--- src/rtl/bvs_pkg.sv ---
package bvs_pkg;

    localparam int ADC_W  = 10;
    localparam int CODE_W = 8;

    typedef logic [CODE_W-1:0] code_t;

    typedef struct packed {
        code_t warn;
        code_t crit;
    } thresh_t;

    typedef enum logic [1:0] {
        BAND_OK   = 2'd0,
        BAND_WARN = 2'd1,
        BAND_CRIT = 2'd2
    } band_e;

    typedef enum logic [1:0] {
        ST_ARMED  = 2'd0,
        ST_WARNED = 2'd1,
        ST_CRIT   = 2'd2,
        ST_OFF    = 2'd3
    } sup_state_e;

    // keep the upper CODE_W bits of the conversion result
    function automatic code_t to_code(input logic [ADC_W-1:0] raw);
        return raw[ADC_W-1 -: CODE_W];
    endfunction

    function automatic band_e classify(input code_t code, input thresh_t thr);
        if (code < thr.crit)
            return BAND_CRIT;
        else if (code < thr.warn)
            return BAND_WARN;
        else
            return BAND_OK;
    endfunction

endpackage

--- src/rtl/bvs_cfg_regs.sv ---
module bvs_cfg_regs
    import bvs_pkg::*;
#(
    parameter code_t WARN_DEF = 8'd150,
    parameter code_t CRIT_DEF = 8'd130
) (
    input  logic    clk,
    input  logic    rst,
    input  logic    sense_present,
    input  logic    thr_wr,
    input  code_t   thr_warn,
    input  code_t   thr_crit,
    output thresh_t thr,
    output logic    present_q
);

    always_ff @(posedge clk) begin
        if (rst) begin
            thr.warn  <= WARN_DEF;
            thr.crit  <= CRIT_DEF;
            present_q <= sense_present;   // captured only during reset
        end else if (thr_wr) begin
            thr.warn  <= thr_warn;
            thr.crit  <= thr_crit;
        end
    end

endmodule

--- src/rtl/bvs_band_classifier.sv ---
module bvs_band_classifier
    import bvs_pkg::*;
(
    input  logic [ADC_W-1:0] adc_raw,
    input  thresh_t          thr,
    output band_e            band
);

    code_t code;

    always_comb begin
        code = to_code(adc_raw);
        band = classify(code, thr);
    end

endmodule

--- src/rtl/bvs_policy_fsm.sv ---
module bvs_policy_fsm
    import bvs_pkg::*;
(
    input  logic  clk,
    input  logic  rst,
    input  logic  sample_valid,
    input  logic  check_en,
    input  logic  present_q,
    input  band_e band,
    output logic  warn_evt,
    output logic  crit_evt,
    output logic  shutdown_req
);

    sup_state_e state;
    logic       take;

    assign take = sample_valid & check_en & present_q;

    always_ff @(posedge clk) begin
        if (rst) begin
            state        <= ST_ARMED;
            warn_evt     <= 1'b0;
            crit_evt     <= 1'b0;
            shutdown_req <= 1'b0;
        end else begin
            warn_evt <= 1'b0;
            crit_evt <= 1'b0;
            case (state)
                ST_ARMED, ST_WARNED: begin
                    if (take) begin
                        case (band)
                            BAND_CRIT: begin
                                crit_evt <= 1'b1;
                                state    <= ST_CRIT;
                            end
                            BAND_WARN: begin
                                if (state == ST_ARMED)
                                    warn_evt <= 1'b1;
                                state <= ST_WARNED;
                            end
                            default: state <= ST_ARMED;
                        endcase
                    end
                end
                ST_CRIT: begin
                    state        <= ST_OFF;
                    shutdown_req <= 1'b1;
                end
                default: begin
                    shutdown_req <= 1'b1;
                end
            endcase
        end
    end

endmodule

--- src/rtl/bvs_supervisor.sv ---
module bvs_supervisor
    import bvs_pkg::*;
#(
    parameter code_t WARN_CODE_DEF = 8'd150,
    parameter code_t CRIT_CODE_DEF = 8'd130
) (
    input  logic             clk,
    input  logic             rst,
    input  logic             sense_present,
    input  logic             check_en,
    input  logic             sample_valid,
    input  logic [ADC_W-1:0] adc_raw,
    input  logic             thr_wr,
    input  logic [CODE_W-1:0] thr_warn,
    input  logic [CODE_W-1:0] thr_crit,
    output logic             warn_evt,
    output logic             crit_evt,
    output logic             shutdown_req
);

    thresh_t thr;
    logic    present_q;
    band_e   band;

    bvs_cfg_regs #(
        .WARN_DEF (WARN_CODE_DEF),
        .CRIT_DEF (CRIT_CODE_DEF)
    ) u_cfg (
        .clk           (clk),
        .rst           (rst),
        .sense_present (sense_present),
        .thr_wr        (thr_wr),
        .thr_warn      (thr_warn),
        .thr_crit      (thr_crit),
        .thr           (thr),
        .present_q     (present_q)
    );

    bvs_band_classifier u_cls (
        .adc_raw (adc_raw),
        .thr     (thr),
        .band    (band)
    );

    bvs_policy_fsm u_fsm (
        .clk          (clk),
        .rst          (rst),
        .sample_valid (sample_valid),
        .check_en     (check_en),
        .present_q    (present_q),
        .band         (band),
        .warn_evt     (warn_evt),
        .crit_evt     (crit_evt),
        .shutdown_req (shutdown_req)
    );

endmodule

--- config.mk ---
export PLATFORM = sky130hd
export DESIGN_NAME = bvs_supervisor
export DESIGN_NICKNAME = d
export VERILOG_FILES = /design/src/rtl/bvs_pkg.sv /design/src/rtl/bvs_cfg_regs.sv /design/src/rtl/bvs_band_classifier.sv /design/src/rtl/bvs_policy_fsm.sv /design/src/rtl/bvs_supervisor.sv
export SDC_FILE = /design/constraint.sdc
export NUM_CORES = 1
export LEC_CHECK = 0
export BUFFER_PORTS_ARGS = -buffer_cell sky130_fd_sc_hd__buf_4
export CORE_MARGIN = 4
export CORE_UTILIZATION = 49
export DETAILED_ROUTE_END_ITERATION = 16
export PLACE_DENSITY = 0.86
export SKIP_LAST_GASP = 1
export SYNTH_ARGS = -nofsm -noshare
export SYNTH_HDL_FRONTEND = slang
export SYNTH_SLANG_ARGS = --single-unit
--- constraint.sdc ---
create_clock -name clk -period 1.7 [get_ports clk]
set_input_delay 0.17 -clock clk [delete_from_list [all_inputs] [get_ports clk]]
set_output_delay 0.17 -clock clk [all_outputs]
set_load 0.005 [all_outputs]
==> flow_summary.json <==
{
  "outcome": "complete, no violations",
  "post-route-cell-area_um2": 1401,
  "htree_levels": 1,
  "drv_cap": 0,
  "grt_max_degree": 23,
  "fp.dieArea_um2": 3031,
  "core-area_um2": 2022,
  "critical_path.cell_chain": "inv_1 -> ha_1 -> a211o_1 -> a21oi_2 -> o31ai_2 -> or2_1 -> nor3_1",
  "clk_latency_ns": 0.31,
  "ys_seq_area_frac": 0.4152,
  "gr-total-overflow": 0,
  "async_reset_ff_frac": 0,
  "grt_use_total": 0.1732,
  "synth_cell_type_count": 25,
  "start_util": 0.5365,
  "nets": 194,
  "yosys_warnings": 0,
  "cp.required_ns": 1.94,
  "ctsRootBufferMaster": "clkbuf_4",
  "worst_pin_slew_ns": 0.2828,
  "dp.cells": 170,
  "min_period_ns": 1.643,
  "peakVddDrop_uv": 653.3,
  "cts_max_path_buffers": 2,
  "critPathTopFamily": "compound AO/OA/AOI/OAI gates",
  "setup_violations": 0,
  "rows": 16,
  "power_frac_seq": 0.530,
  "die_height_um": 55.05,
  "pwr-share-comb": 0.204,
  "ant_nets": 0,
  "cts.repair.resized": 0,
  "cp_num_buf_inv": 1,
  "io_buffers": 32,
  "grt_pass1_wl_um": 3684,
  "areaGrowthSynthToFinish_pct": 29.18,
  "viasPerCell": 5.437,
  "crit_slowest_cell": "dfxtp_1",
  "cts_hold_buf": 0,
  "wl_per_cell_um": 13.82,
  "ys_ff_latch": 22,
  "firstDrtPassIters": 4,
  "diodes": 0,
  "synth_ff_type": "dfxtp_1",
  "yosys-top-cells-count": "21 x dfxtp_1, 16 x inv_1, 14 x ha_1",
  "multiInputGateArea_um2": 579.3,
  "post-synth-top-count-cell": "dfxtp_1",
  "tritoncts": "built",
  "vias": 946,
  "r2r-start": "u_cfg.thr[5]$_SDFFE_PP0P_",
  "netlist.area_leader.share": 0.3875,
  "synth-edff-count": 1,
  "hold_depth": 1,
  "crit_path_end_kind": "flop",
  "synth_cells": 116,
  "first_global_vias": 930,
  "synth_fp_nets": 162,
  "p_sw_uw": 269.3,
  "placed_cell_area_um2": 1339,
  "r2r_slack_ns": 0.06,
  "synthesis.area_um2": 1085,
  "drt-total-wl_um": 2405,
  "clkSinkCount": 22,
  "synth.largest_area_cell": "dfxtp_1",
  "hold_viol_final": 0,
  "hp-class": "in -> reg",
  "min_to": "u_cfg.present_q$_DFFE_PP_",
  "rr_endpoint": "u_fsm.crit_evt$_SDFF_PP0_",
  "drv_slew": 0,
  "startpoint_type": "flop",
  "cp_max_fo": 2,
  "fmax_ghz": 0.6087,
  "internal_power_uw": 798.1,
  "critical_path_class": "reg -> reg",
  "initialDrtViolationCount": 10,
  "gp_congestion": 0.8434,
  "p_leak_uw": 0.0006856,
  "min_from": "sense_present",
  "cts_inserted_buffers": 3,
  "post_cts_buffers": 0,
  "finalNonFillerCells": 174,
  "critical_path_arrival_ns": 1.88,
  "antenna_found_initial": 0,
  "synthTopCellsByArea": "dfxtp_1 39%, ha_1 16%, mux2i_1 9.2%",
  "die-width_um": 55.05,
  "regArea_um2": 451.7,
  "fin_ws_ns": 0.05714,
  "dpl.hpwl_um": 1811,
  "pre_cts_slack_ns": 0.04451,
  "r2r_cells": 7,
  "syn_avg_cell_area_um2": 9.352,
  "clk_pin_slew_ns": 0.12,
  "fin_crit_sh": 0.9664,
  "pin_count": 35,
  "route.detailed.drc": 0,
  "relSlewSlack": 0.8115,
  "power_density_nw_per_um2": 761.7,
  "p_sw_frac": 0.2523,
  "drive_gt1_frac": 0.2857,
  "clkPwrFrac": 0.266,
  "critPathMaxStageDelay_ns": 0.35,
  "num-fill-cells": 162,
  "skew_ns": 0.002571
}
[layout make-up]
cell class / instances / share of cell area
Sequential cell: 22 / 0.3223
Inverter: 16 / 0.04286
Multi-Input combinational cell: 73 / 0.4134
Tap cell: 27 / 0.02411
Clock buffer: 4 / 0.02589
Timing Repair Buffer: 32 / 0.1714
[cell usage in the layout, fill, tap and decap left out, types with 2 or more instances in the layout]
| master | netlist | layout |
|---|---|---|
| a211o_1 | 2 | 2 |
| a21oi_1 | 4 | 2 |
| a21oi_2 | 0 | 2 |
| a31oi_1 | 2 | 2 |
| buf_4 | 0 | 32 |
| clkbuf_4 | 0 | 3 |
| dfxtp_1 | 21 | 20 |
| ha_1 | 14 | 13 |
| inv_1 | 16 | 16 |
| mux2i_1 | 10 | 10 |
| nand2_1 | 6 | 6 |
| nand2b_1 | 3 | 3 |
| nand3_1 | 2 | 2 |
| nor2_1 | 13 | 13 |
| o211ai_1 | 7 | 7 |
[worst register-to-register path, stage by stage, from the launching register on]
cell     delay [ns]
dfxtp_1        0.35
inv_1          0.05
ha_1           0.29
a211o_1        0.28
a21oi_2        0.14
o31ai_2        0.09
or2_1          0.26
nor3_1         0.13
[through the flow]
step	power (uW)	TNS (ns)	hold WS, ns	utilization
finish	1067	0	0.02932	0.6931
global route	1122	-0.07205	0.01225	0.6931
CTS	1063	0	0.02170	0.6801
detailed placement	781.3	0	0.3496	0.6621
global placement	765.0	0	0.3484	0.6621
floorplan	690.7	0	0.2689	-
[registers in the layout, summed over array words and instances, names as in the netlist]
register	count
u_cfg.present_q	1
u_cfg.thr	16
u_fsm.crit_evt	1
u_fsm.shutdown_req	1
u_fsm.state	2
u_fsm.warn_evt	1
[power by group through the flow]
stage	logic [uW]	registers [uW]	clock network (uW)
floorplan	117	574	0
global placement	189	576	0
detailed placement	204	578	0
CTS	206	566	291
global route	244	569	308
finish	217	566	284
[metal layers]
metal / wire length, um / up-vias / share of wire / track usage
li1: - / 460 / - / -
met1: 936 / 431 / 0.39 / 0.1727
met2: 1190 / 40 / 0.49 / 0.3150
met3: 178 / 15 / 0.074 / 0.03753
met4: 100 / 0 / 0.042 / 0.1215
met5: 0 / - / 0 / 0
[cells by family (layout without fill, tap and decap cells)]
group / after synthesis / in the layout / synth area share
buf+inv: 21 / 52 / 0.07381
fa+ha+maj: 14 / 14 / 0.1615
flops: 22 / 22 / 0.4152
simple gates: 28 / 28 / 0.1200
compound gates: 21 / 21 / 0.1373
mux: 10 / 10 / 0.09228
[how the worst max path moves through the flow]
| stage | endpoint | startpoint | depth (start not counted) | slack, ns |
|---|---|---|---|---|
| detailed placement | u_fsm.state[1]$_SDFFE_PP0P_ | u_cfg.thr[2]$_SDFFE_PP0P_ | 7 | 0.04 |
| CTS | u_fsm.state[1]$_SDFFE_PP0P_ | u_cfg.thr[2]$_SDFFE_PP0P_ | 7 | 0.02 |
| global route | u_fsm.crit_evt$_SDFF_PP0_ | u_cfg.thr[3]$_SDFFE_PP0P_ | 7 | -0.06 |
| global placement | u_fsm.crit_evt$_SDFF_PP0_ | u_cfg.thr[2]$_SDFFE_PP0P_ | 7 | 0.13 |
| floorplan | u_fsm.state[1]$_SDFFE_PP0P_ | u_cfg.thr[2]$_SDFFE_PP0P_ | 7 | 0.22 |
| finish | u_fsm.crit_evt$_SDFF_PP0_ | u_cfg.thr[5]$_SDFFE_PP0P_ | 7 | 0.06 |
(Power assumes the default switching activity.)
